==> src/rtl/ptw_pkg.sv <==
package ptw_pkg;

   typedef enum logic [1:0] {
      DK_FAULT = 2'd0,
      DK_TABLE = 2'd1,
      DK_LEAF  = 2'd2
   } desc_kind_e;

   typedef enum logic [2:0] {
      ST_IDLE    = 3'd0,
      ST_L1_REQ  = 3'd1,
      ST_L1_WAIT = 3'd2,
      ST_L2_REQ  = 3'd3,
      ST_L2_WAIT = 3'd4,
      ST_DONE    = 3'd5
   } walk_state_e;

   localparam logic [1:0] SZ_16M  = 2'd0;
   localparam logic [1:0] SZ_1M   = 2'd1;
   localparam logic [1:0] SZ_64K  = 2'd2;
   localparam logic [1:0] SZ_4K   = 2'd3;
   localparam int         NUM_GRAN = 4;

endpackage

==> src/rtl/ptw_merge.sv <==
// Joins descriptor bits above SHIFT with virtual-address bits below it.
module ptw_merge #(
   parameter int W     = 32,
   parameter int SHIFT = 20
) (
   input  logic [W-1:0] desc,
   input  logic [W-1:0] va,
   output logic [W-1:0] pa
);
   localparam logic [W-1:0] HI_MASK = {{(W-SHIFT){1'b1}}, {SHIFT{1'b0}}};

   assign pa = (desc & HI_MASK) | (va & ~HI_MASK);
endmodule

==> src/rtl/ptw_desc_decode.sv <==
// Classifies a descriptor word for either table level.
module ptw_desc_decode
   import ptw_pkg::*;
#(
   parameter int W         = 32,
   parameter int SUPER_BIT = 18
) (
   input  logic [W-1:0] desc,
   input  logic         level2,
   output desc_kind_e   kind,
   output logic [1:0]   size
);
   always_comb begin
      kind = DK_FAULT;
      size = SZ_16M;
      if (level2) begin
         if (desc[1]) begin
            kind = DK_LEAF;
            size = SZ_4K;
         end else if (desc[0]) begin
            kind = DK_LEAF;
            size = SZ_64K;
         end
      end else begin
         unique case (desc[1:0])
            2'b01: kind = DK_TABLE;
            2'b10: begin
               kind = DK_LEAF;
               size = desc[SUPER_BIT] ? SZ_16M : SZ_1M;
            end
            default: kind = DK_FAULT;
         endcase
      end
   end
endmodule

==> src/rtl/ptw_walker.sv <==
module ptw_walker
   import ptw_pkg::*;
#(
   parameter int ADDR_W      = 32,
   parameter int L1_SHIFT    = 20,
   parameter int L2_SHIFT    = 12,
   parameter int SUPER_SHIFT = 24,
   parameter int LARGE_SHIFT = 16,
   parameter int L2_ALIGN    = 10,
   parameter int SUPER_BIT   = 18
) (
   input  logic              clk,
   input  logic              rst_n,
   input  logic [31:0]       tbl_base,
   input  logic              req_valid,
   output logic              req_ready,
   input  logic [31:0]       req_va,
   output logic              rsp_valid,
   input  logic              rsp_ready,
   output logic [31:0]       rsp_pa,
   output logic [1:0]        rsp_size,
   output logic              rsp_fault,
   output logic              mem_rd_valid,
   input  logic              mem_rd_ready,
   output logic [31:0]       mem_rd_addr,
   input  logic              mem_rd_data_valid,
   input  logic [31:0]       mem_rd_data
);
   localparam int L1_IDX_W = ADDR_W - L1_SHIFT;
   localparam int L2_IDX_W = L1_SHIFT - L2_SHIFT;
   localparam int WORD_SH  = 2;
   localparam int GRAN_SHIFT [NUM_GRAN] = '{SUPER_SHIFT, L1_SHIFT, LARGE_SHIFT, L2_SHIFT};

   initial begin
      if (ADDR_W != 32)
         $fatal(1, "ptw_walker: ADDR_W must match the 32-bit ports");
      if (!(L2_SHIFT < LARGE_SHIFT && LARGE_SHIFT < L1_SHIFT &&
            L1_SHIFT < SUPER_SHIFT && SUPER_SHIFT < ADDR_W))
         $fatal(1, "ptw_walker: granularity shifts must strictly increase");
      if (L2_ALIGN < L2_IDX_W + WORD_SH)
         $fatal(1, "ptw_walker: second-level alignment too small for its index");
      if (SUPER_BIT < 2 || SUPER_BIT >= L1_SHIFT)
         $fatal(1, "ptw_walker: attribute bit must lie in the descriptor offset field");
   end

   walk_state_e       state_q;
   logic [ADDR_W-1:0] va_q, base_q, l2_base_q, pa_q;
   logic [1:0]        size_q;
   logic              fault_q;

   desc_kind_e        dec_kind;
   logic [1:0]        dec_size;
   logic [ADDR_W-1:0] merged [NUM_GRAN];
   logic [ADDR_W-1:0] l1_addr, l2_addr;

   ptw_desc_decode #(.W(ADDR_W), .SUPER_BIT(SUPER_BIT)) u_decode (
      .desc   (mem_rd_data),
      .level2 (state_q == ST_L2_WAIT),
      .kind   (dec_kind),
      .size   (dec_size)
   );

   for (genvar g = 0; g < NUM_GRAN; g++) begin : g_gran
      ptw_merge #(.W(ADDR_W), .SHIFT(GRAN_SHIFT[g])) u_merge (
         .desc (mem_rd_data),
         .va   (va_q),
         .pa   (merged[g])
      );
   end

   assign l1_addr = base_q +
                    ADDR_W'({va_q[ADDR_W-1 -: L1_IDX_W], {WORD_SH{1'b0}}});
   assign l2_addr = l2_base_q +
                    ADDR_W'({va_q[L1_SHIFT-1 -: L2_IDX_W], {WORD_SH{1'b0}}});

   always_ff @(posedge clk or negedge rst_n) begin
      if (!rst_n) begin
         state_q   <= ST_IDLE;
         va_q      <= '0;
         base_q    <= '0;
         l2_base_q <= '0;
         pa_q      <= '0;
         size_q    <= SZ_16M;
         fault_q   <= 1'b0;
      end else begin
         unique case (state_q)
            ST_IDLE: if (req_valid) begin
               va_q    <= req_va;
               base_q  <= tbl_base;
               state_q <= ST_L1_REQ;
            end
            ST_L1_REQ: if (mem_rd_ready) state_q <= ST_L1_WAIT;
            ST_L2_REQ: if (mem_rd_ready) state_q <= ST_L2_WAIT;
            ST_L1_WAIT, ST_L2_WAIT: if (mem_rd_data_valid) begin
               if (dec_kind == DK_TABLE && state_q == ST_L1_WAIT) begin
                  l2_base_q <= {mem_rd_data[ADDR_W-1:L2_ALIGN], {L2_ALIGN{1'b0}}};
                  state_q   <= ST_L2_REQ;
               end else if (dec_kind == DK_LEAF) begin
                  pa_q    <= merged[dec_size];
                  size_q  <= dec_size;
                  fault_q <= 1'b0;
                  state_q <= ST_DONE;
               end else begin
                  pa_q    <= '0;
                  size_q  <= SZ_16M;
                  fault_q <= 1'b1;
                  state_q <= ST_DONE;
               end
            end
            ST_DONE: if (rsp_ready) state_q <= ST_IDLE;
            default: state_q <= ST_IDLE;
         endcase
      end
   end

   assign req_ready    = (state_q == ST_IDLE);
   assign mem_rd_valid = (state_q == ST_L1_REQ) || (state_q == ST_L2_REQ);
   assign mem_rd_addr  = (state_q == ST_L2_REQ) ? l2_addr : l1_addr;
   assign rsp_valid    = (state_q == ST_DONE);
   assign rsp_pa       = pa_q;
   assign rsp_size     = size_q;
   assign rsp_fault    = fault_q;

   AST_ONE_IN_FLIGHT: assert property (@(posedge clk) disable iff (!rst_n)
      !(req_ready && rsp_valid)) else $error("busy overlap");

   AST_NO_READ_WITH_RESULT: assert property (@(posedge clk) disable iff (!rst_n)
      rsp_valid |-> !mem_rd_valid) else $error("read while result shown");

   AST_RESULT_HELD: assert property (@(posedge clk) disable iff (!rst_n)
      rsp_valid && !rsp_ready |=> rsp_valid && $stable(rsp_pa) &&
      $stable(rsp_size) && $stable(rsp_fault)) else $error("result moved");

   AST_READ_HELD: assert property (@(posedge clk) disable iff (!rst_n)
      mem_rd_valid && !mem_rd_ready |=> mem_rd_valid && $stable(mem_rd_addr))
      else $error("read request moved");

   AST_FAULT_ZERO_PA: assert property (@(posedge clk) disable iff (!rst_n)
      rsp_valid && rsp_fault |-> rsp_pa == '0 && rsp_size == SZ_16M)
      else $error("fault carries an address");

endmodule

==> config.mk <==
export PLATFORM = sky130hd
export DESIGN_NAME = ptw_walker
export DESIGN_NICKNAME = d
export VERILOG_FILES = /design/src/rtl/ptw_pkg.sv /design/src/rtl/ptw_merge.sv /design/src/rtl/ptw_desc_decode.sv /design/src/rtl/ptw_walker.sv
export SDC_FILE = /design/constraint.sdc
export NUM_CORES = 1
export LEC_CHECK = 0
export ABC_CLOCK_PERIOD_IN_PS = 3250
export BUFFER_PORTS_ARGS = -buffer_cell sky130_fd_sc_hd__buf_2
export CAP_MARGIN = 10
export CORE_ASPECT_RATIO = 1.5
export CORE_MARGIN = 8
export CORE_UTILIZATION = 45
export DETAILED_ROUTE_END_ITERATION = 8
export HOLD_SLACK_MARGIN = 0.03
export PLACE_DENSITY = 0.68
export SLEW_MARGIN = 30
export SYNTH_ARGS = -nofsm -noshare
export SYNTH_HDL_FRONTEND = slang
export SYNTH_HIERARCHICAL = 1
export SYNTH_SLANG_ARGS = --single-unit
==> constraint.sdc <==
create_clock -name clk -period 3.25 [get_ports clk]
set_input_delay 0.1625 -clock clk [delete_from_list [all_inputs] [get_ports clk]]
set_output_delay 0.1625 -clock clk [all_outputs]
set_load 0.02 [all_outputs]
=== Word level (Yosys, flattened, before mapping) ===
Cells that the tools add are included.

* $add $sub $neg: 2
* Multipliers: 0
* Div/mod/pow operators: 0
* $lt $le $gt $ge: 1
* Eq/ne operators: 14
* Shifts and indexed selects: 0
* Multiplexer cells: 22
* Bitwise logic cells: 6
* Reductions and logical operators: 8

{| class="wikitable"
|+ Operators by type and width
! cell !! count
|-
| two-way mux 32 bit || 4
|-
| binary-select mux 32 bit (select 2 bit) || 1
|-
| adder 32 x 10 -> 32 bit || 1
|-
| adder 32 x 14 -> 32 bit || 1
|-
| OR 32 x 12 -> 32 bit || 1
|-
| OR 32 x 16 -> 32 bit || 1
|-
| OR 32 x 20 -> 32 bit || 1
|-
| OR 32 x 24 -> 32 bit || 1
|-
| two-way mux 3 bit || 6
|-
| case mux 3 bit (5 select lines) || 1
|-
| two-way mux 2 bit || 7
|-
| != test 2 bit, second input constant || 4
|-
| == test 3 x 2 -> 1 bit, second input constant || 2
|-
| == test 3 bit, second input constant || 2
|-
| AND reduction 3 bit || 2
|-
| AND reduction 5 bit || 1
|-
| == test 2 x 1 -> 1 bit, second input constant || 2
|-
| == test 2 bit, second input constant || 2
|-
| case mux 2 bit (2 select lines) || 1
|-
| == test 3 x 1 -> 1 bit, second input constant || 1
|-
| >= comparator 3 bit, second input constant || 1
|-
| zero test 3 bit || 1
|-
| NOT 2 -> 3 bit || 1
|-
| two-way mux 1 bit || 2
|-
| 6 further kinds || 6
|}

* Bits in registers: 124
* Bits in latches: 0
* RAM bits: 0
* Bits in read-only memories: 0
* Input port bits: 102
* Output and inout bits: 70
* Memories kept: 0

=== Depth between registers and ports, before layout ===
Gate-level depths: netlist of run 1.

* Depth after elaboration: 8
* Depth in mapped cells: 10
* Depth with buffers taken out: 8

=== By module ===
The synthesis of run 1 kept the hierarchy.

{| class="wikitable"
|+ By module, submodules not included
! module !! times used !! cells each !! area an instance (sq um)
|-
| ptw_walker || 1 || 558 || 6809.0
|-
| ptw_merge || 4 || 32 || 240.2
|-
| ptw_desc_decode || 1 || 5 || 41.3
|}

=== Worst setup path after synthesis of run 1 ===
OpenSTA, ideal clock, no wires.

* Path type: register to register
* Start point: register state_q[2]
* End point: register pa_q[12] (netlist: rsp_pa[12])
* Library setup time: 121 ps
* Arrival: 2441 ps
* Required time: 3129 ps
* Setup slack: 688 ps
* Stages on the path, launching flop included: 9
* Path buffers: 3
* Clock period less this slack: 2562 ps
* Cell sequence: dfrtp_1 -> clkbuf_1 -> nand2b_1 -> nor2_1 -> o21a_1 -> buf_2 -> buf_1 -> mux4_2 -> a22o_1

* Cells in the longest elaborated chain, start to end: 7

{| class="wikitable"
|+ RTL lines
! what !! RTL line !! source
|-
| start: declaration || ptw_walker.sv:46 || <nowiki>walk_state_e state_q;</nowiki>
|-
| start signal: assignment || ptw_walker.sv:78 || <nowiki>state_q <= ST_IDLE;</nowiki>
|-
| start signal: assignment || ptw_walker.sv:90 || <nowiki>state_q <= ST_L1_REQ;</nowiki>
|-
| start signal: assignment || ptw_walker.sv:92 || <nowiki>ST_L1_REQ: if (mem_rd_ready) state_q <= ST_L1_WAIT;</nowiki>
|-
| == test 3 bit || ptw_walker.sv:58 || <nowiki>.level2 (state_q == ST_L2_WAIT),</nowiki>
|-
| two-way mux 2 bit || ptw_desc_decode.sv:16 || <nowiki>if (level2) begin</nowiki>
|-
| net dec_size[0] || ptw_walker.sv:52 || <nowiki>logic [1:0] dec_size;</nowiki>
|-
| NOT 2 -> 3 bit (implied by the code) || ptw_walker.sv:99 || <nowiki>pa_q <= merged[dec_size];</nowiki>
|-
| binary-select mux 32 bit (select 2 bit) || ptw_walker.sv:99 ||
|-
| two-way mux 32 bit (implied by the code) (2 in a row) || ptw_walker.sv:99 ||
|-
| two-way mux 32 bit || ptw_walker.sv:98 || <nowiki>end else if (dec_kind == DK_LEAF) begin</nowiki>
|-
| end signal: assignment || ptw_walker.sv:99 ||
|-
| end: declaration || ptw_walker.sv:47 || <nowiki>logic [ADDR_W-1:0] va_q, base_q, l2_base_q, pa_q;</nowiki>
|}

The timed path passes the listed nets, and every way through them passes these cells. The select of a mux whose other input is x is not followed.
A chain may end at the register's enable or synchronous reset.

=== Worst setup path in the final report of run 1 ===
* Start point: register va_q[20]
* End point: output port mem_rd_addr[20]

* Cells in the longest elaborated chain, start to end: 2

{| class="wikitable"
|+ RTL lines
! what !! RTL line !! source
|-
| start: declaration || ptw_walker.sv:47 ||
|-
| start signal: assignment || ptw_walker.sv:88 || <nowiki>va_q <= req_va;</nowiki>
|-
| adder 32 x 14 -> 32 bit || ptw_walker.sv:71 || <nowiki>assign l1_addr = base_q +</nowiki>
|-
| two-way mux 32 bit || ptw_walker.sv:118 || <nowiki>assign mem_rd_addr = (state_q == ST_L2_REQ) ? l2_addr : l1_addr;</nowiki>
|-
| end: declaration || ptw_walker.sv:25 || <nowiki>output logic [31:0] mem_rd_addr,</nowiki>
|}

No other way between the ends.

==> impl_metrics.env, run 1 <==
export IMPL_skew_ns=0.00612
export IMPL_numCtsBuffers=17
export IMPL_worst_pin_slew_ns=0.614
export IMPL_grt_use_total_pct=19.6
export IMPL_rows=59
export IMPL_clk_pin_slew_ns=0.06
export IMPL_rsz0062_at_grt="no"
export IMPL_grt_pass1_vias=5836
export IMPL_hold_path_class="input pin to flip-flop"
export IMPL_area_growth_pct=19.9
export IMPL_core_region_area_mm2=0.0172
export IMPL_cp_end_kind="primary output"
export IMPL_antenna_found_initial=3
export IMPL_place_gp_congestion=0.870
export IMPL_syn_inst=691
export IMPL_arrival_ns=2.95
export IMPL_drt_vias_per_instance=5.42
export IMPL_avgRoutedWirePerCell_um=20.0
export IMPL_hpwl_um=15100
export IMPL_dpl_cell_area_mm2=0.00792
export IMPL_clock_root_buffer="clkbuf_16"
export IMPL_clk_latency_ns=0.42
export IMPL_die_y_um=177
export IMPL_cts_tree="done"
export IMPL_synth_main_ff_cell="dfrtp_1"
export IMPL_wl_um=20800
export IMPL_fin_area_mm2=0.00936
export IMPL_worstPathMaxFanout=8
export IMPL_ys_types=58
export IMPL_path_class="flip-flop to primary output"
export IMPL_fin_nets=923
export IMPL_layout_drive_gt1_share_pct=43.0
export IMPL_r2r_cells=9
export IMPL_yosys_top_cells_area="dfrtp_1 40%, mux2_2 13%, buf_4 12%"
export IMPL_slew_violations=0
export IMPL_required_ns=3.09
export IMPL_place_ws_ns=0.378
export IMPL_cp_start_kind="flip-flop"
export IMPL_ant_nets=0
export IMPL_seq_area_frac_synth_pct=39.7
export IMPL_dp_cells=919
export IMPL_die_w_um=124
export IMPL_fmax_mhz=321
export IMPL_cap_violations=0
export IMPL_finalCriticalPeriod_ns=3.12
export IMPL_grt_start_max_net_pins=51
export IMPL_fin_setup_tns_ns=0
export IMPL_setup_viol=0
export IMPL_die_area_mm2=0.0219
export IMPL_setup_ws_ns=0.133
export IMPL_synth_seq_cells=124
export IMPL_clock_sinks=124
export IMPL_p_leak_nw=4.19
export IMPL_postSynth_asyncResetShare_pct=100
export IMPL_vias=5624
export IMPL_avgSynthCellArea_um2=11.3
export IMPL_start_util_pct=45.4
export IMPL_drt_iter0_drc=266
export IMPL_hold_path_depth=2
export IMPL_pwr_density_cell_mw_per_mm2=1090
export IMPL_syn_nets=806
export IMPL_syn_area_mm2=0.00781
export IMPL_finalHoldViolCount=0
export IMPL_drtPass1Iterations=4
export IMPL_yosys_warnings=6
export IMPL_post_route_period_util_pct=95.9
export IMPL_drcViolationCount=0
export IMPL_status="complete, no violations"
export IMPL_final_cells=1037
export IMPL_portBuffers=163
export IMPL_gr_total_overflow=0
export IMPL_synth_common_cells="128 x buf_4, 124 x dfrtp_1, 87 x mux2_2, 34 x a22o_1"
export IMPL_cts_max_level=4
export IMPL_clock_path_buffers=2
export IMPL_final_util_pct=54.4
export IMPL_yosysTopAreaCell="dfrtp_1"
export IMPL_relSlewSlack_pct=58.6
export IMPL_synth_edf_count=0
export IMPL_yosysMostFrequentCell="buf_4"
export IMPL_vdd_drop_max_mv=0.796
export IMPL_grt_pass1_wl_um=32300
export IMPL_num_io_pins=172
export IMPL_synth_top_area_share_pct=39.7
[stage by stage]
step                      power (mW)  hold slack (ns)
after floorplan                 7.18           -0.133
final                           10.2           0.0381
after CTS                       10.2           0.0319
after detailed placement        8.25            0.202
after global routing            10.8           0.0348
after global placement          8.15            0.196
[critical path: stages, from the launching register on]
cell,delay (ns)
dfrtp_1,0.39
ha_1,0.24
fa_2,0.36
a21o_1,0.24
a31oi_4,0.20
nor3_4,0.09
a31oi_2,0.45
nor4_1,0.09
a311o_1,0.30
buf_2,0.17
[metal layers]
metal | part of all wire (%) | track usage, % | up-vias | wire [um]
met1 | 38 | 21.8 | 2760 | 7990
met3 | 5.6 | 4.55 | 38 | 1160
met2 | 53 | 34.3 | 186 | 10900
met5 | 0 | 0 | - | 0
met4 | 3.3 | 9.12 | 0 | 686
li1 | - | - | 2640 | -
[cells by family after synthesis]
family / after synthesis / share of synthesized area (%)
flip-flops: 124 / 39.7
buffers and inverters: 170 / 14.6
multiplexers: 120 / 22.0
XOR/XNOR: 13 / 1.46
AO/OA/AOI/OAI: 123 / 11.8
adder cells (fa/ha/maj): 13 / 2.18
AND/OR/NAND/NOR: 128 / 8.30
[cell usage in the layout (no fill, tap or decap), drive strengths merged, types with 4 or more instances in the layout]
master / synthesis / routed
a21oi: 31 / 31
a22o: 34 / 34
a31oi: 7 / 7
and2: 4 / 4
and3: 7 / 7
buf: 151 / 182
clkbuf: 15 / 22
clkinv: 0 / 7
dfrtp: 124 / 124
dlygate4sd3: 0 / 82
ha: 12 / 12
inv: 4 / 4
mux2: 88 / 88
mux4: 32 / 32
nand2: 33 / 33
nand2b: 4 / 4
nand3: 19 / 19
nand4: 8 / 8
nor2: 29 / 29
nor3: 6 / 6
o211ai: 4 / 4
o21a: 6 / 6
o21ai: 15 / 15
or3: 5 / 5
or4: 4 / 4
xnor2: 8 / 8
xor2: 5 / 5
[report_power, final]
group          total [mW]  switching (mW)  internal (mW)
Sequential           2.96           0.692           2.27
Combinational        5.44            3.07           2.37
Clock                1.81           0.704           1.11
Total                10.2            4.47           5.75
[flip-flops by register name, indices dropped and copies added (netlist names)]
name / count
base_q: 32
state_q: 3
l2_base_q: 22
rsp_size: 2
va_q: 32
rsp_pa: 32
rsp_fault: 1
[cell type report]
| class | count | area [um^2] |
|---|---|---|
| fillers | 1454 | 7840 |
| inverters | 4 | 15.0 |
| repair buffers | 264 | 1800 |
| clock buffers | 22 | 474 |
| flip-flops and latches | 124 | 3100 |
| well taps | 213 | 267 |
| multi-input cells | 397 | 3600 |
| diodes | 3 | 7.51 |
| clock inverters | 10 | 91.3 |
[path summary, 6_finish.rpt]
kind                                        start                        end  slack, ns
max in group asynchronous                   rst_n       va_q[24]$_DFFE_PN0P_       2.14
min reg2reg                 rsp_pa[7]$_DFFE_PN0P_      rsp_pa[7]$_DFFE_PN0P_       0.50
max                          va_q[20]$_DFFE_PN0P_            mem_rd_addr[20]       0.13
min                               mem_rd_data[20]  l2_base_q[20]$_DFFE_PN0P_       0.04
max reg2reg                state_q[1]$_DFFE_PN0P_     rsp_pa[25]$_DFFE_PN0P_       0.86
min in group asynchronous                   rst_n     rsp_pa[12]$_DFFE_PN0P_       0.29
[timing repair]
item,4_1_cts,5_1_grt
setup buffers,1,0
pin swaps,1,2
endpoints found under the hold margin,121,0
cloned,0,0
endpoints found under the setup margin,6,11
gates resized for setup,1,8
hold buffers,82,0
No activity file was read; power rests on OpenSTA's default activity.
==> run 2: changes to the inputs <==
Settings changed: CORE_UTILIZATION 45 to 50, PLACE_DENSITY 0.68 to 0.74.
==> impl_metrics.env, run 2 (synthesis results as in run 1) <==
export IMPL_skew_ns=0.00933
export IMPL_vdd_drop_max_mv=0.794
export IMPL_drcViolationCount=0
export IMPL_vias=5595
export IMPL_power_total_mw=10.2
export IMPL_worstPathMaxFanout=5
export IMPL_layout_drive_gt1_share_pct=42.7
export IMPL_drt_vias_per_instance=5.50
export IMPL_grt_pass1_wl_um=32500
export IMPL_top_usage_layer="met2"
export IMPL_path_class="flip-flop to primary output"
export IMPL_p_leak_nw=4.14
export IMPL_arrival_ns=3.02
export IMPL_pwr_density_cell_mw_per_mm2=1100
export IMPL_numCtsBuffers=17
export IMPL_ant_nets=0
export IMPL_rows=56
export IMPL_worst_pin_slew_ns=0.884
export IMPL_drt_iter0_drc=328
export IMPL_clk_pin_slew_ns=0.06
export IMPL_slew_violations=0
export IMPL_area_growth_pct=18.7
export IMPL_use_met2_pct=35.8
export IMPL_hold_ws_ns=0.0462
export IMPL_portBuffers=163
export IMPL_avgRoutedWirePerCell_um=20.1
export IMPL_hpwl_um=15000
export IMPL_fmax_mhz=314
export IMPL_post_route_period_util_pct=97.9
export IMPL_cts_max_level=4
export IMPL_grt_pass1_vias=6032
export IMPL_cts_tree="done"
export IMPL_start_util_pct=50.4
export IMPL_die_area_mm2=0.0200
export IMPL_hold_path_class="input pin to flip-flop"
export IMPL_die_w_um=118
export IMPL_place_gp_congestion=0.879
export IMPL_drtPass1Iterations=4
export IMPL_cp_end_kind="primary output"
export IMPL_fin_nets=915
export IMPL_status="complete, no violations"
export IMPL_core_region_area_mm2=0.0155
export IMPL_grt_use_total_pct=20.7
export IMPL_num_io_pins=172
export IMPL_clock_path_buffers=2
export IMPL_wl_um=20500
export IMPL_gr_total_overflow=0
export IMPL_setup_viol=0
export IMPL_grt_start_max_net_pins=69
export IMPL_cap_violations=0
export IMPL_clock_root_buffer="clkbuf_16"
export IMPL_clk_latency_ns=0.41
export IMPL_finalHoldViolCount=0
export IMPL_cp_start_kind="flip-flop"
export IMPL_fin_setup_tns_ns=0
export IMPL_required_ns=3.09
export IMPL_relSlewSlack_pct=41.0
export IMPL_met3_usage_pct=4.87
export IMPL_clock_sinks=124
export IMPL_finalCriticalPeriod_ns=3.18
export IMPL_die_y_um=169
export IMPL_layout_common_cells="160 x buf_2, 124 x dfrtp_1, 87 x mux2_2, 77 x dlygate4sd3_1, 34 x a22o_1"
export IMPL_mostFrequentLayoutCell="buf_2"
export IMPL_grt_util_met1_pct=23.0
export IMPL_antenna_found_initial=1
run 2: changes by cell type in the layout (fill, tap and decap cells not counted), sizes merged:
cell | before | now
buf | 182 | 179
clkinv | 7 | 6
clkinvlp | 2 | 3
diode | 3 | 1
dlygate4sd3 | 82 | 77
run 2: routing by layer:
metal	part of all wire (%)	wire, um
met2	52	10600
met3	4.5	925
met1	39	8030
met4	4.4	899
met5	0	0
run 2: where the power goes:
part | internal (mW) | switching, mW | total, mW
registers | 2.27 | 0.712 | 2.98
logic | 2.37 | 3.13 | 5.49
clock network | 1.07 | 0.692 | 1.76
run 2: repair_timing:
item | in CTS | in global routing
hold endpoints to repair | 132 | 0
hold buffers | 77 | 0
buffers inserted | 0 | 2
setup endpoints to repair | 0 | 10
resized for setup | 0 | 9
run 2: final timing paths:
path                            cells after the start                   start  slack (ns)                         to
worst min register to register                      1  rsp_pa[31]$_DFFE_PN0P_        0.50     rsp_pa[31]$_DFFE_PN0P_
min in group asynchronous                           2                   rst_n        0.36     rsp_pa[13]$_DFFE_PN0P_
worst max register to register                      6  state_q[1]$_DFFE_PN0P_        0.78     rsp_pa[26]$_DFFE_PN0P_
worst max-delay path                               10    va_q[20]$_DFFE_PN0P_        0.07            mem_rd_addr[22]
worst min-delay path                                2         mem_rd_data[24]        0.05  l2_base_q[24]$_DFFE_PN0P_
max in group asynchronous                           3                   rst_n        2.06       va_q[22]$_DFFE_PN0P_
run 2: cell type report:
class | instances | area, um^2
Fill cell | 1248 | 6210
Multi-Input combinational cell | 397 | 3610
Sequential cell | 124 | 3100
Timing Repair Buffer | 256 | 1740
Clock buffer | 22 | 454
Tap cell | 203 | 254
Clock inverter | 10 | 93.8
Inverter | 4 | 15.0
Antenna cell | 1 | 2.50
run 2: per-stage QoR:
| step | cell area (um^2) | util, % | cells | setup slack (ns) |
|---|---|---|---|---|
| 3_3_place_gp | 7890 | 51.0 | 905 | 0.491 |
| 2_1_floorplan | 7810 | - | 691 | 0.688 |
| 5_1_grt | 9270 | 59.9 | 1017 | -0.0456 |
| 4_1_cts | 9210 | 59.5 | 1014 | 0.00581 |
| 6_report | 9270 | 59.9 | 1017 | 0.0693 |
| 3_5_place_dp | 7890 | 51.0 | 905 | 0.461 |
run 2: worst max-delay path, cell delays in order (launching register included):
cell and delay, ns:
dfrtp_1 0.40, ha_1 0.24, fa_1 0.41, a21o_1 0.23, a31oi_4 0.24, nor3_4 0.10, o41ai_4 0.36, buf_4 0.19
xor2_1 0.06, a21oi_1 0.21, buf_4 0.18
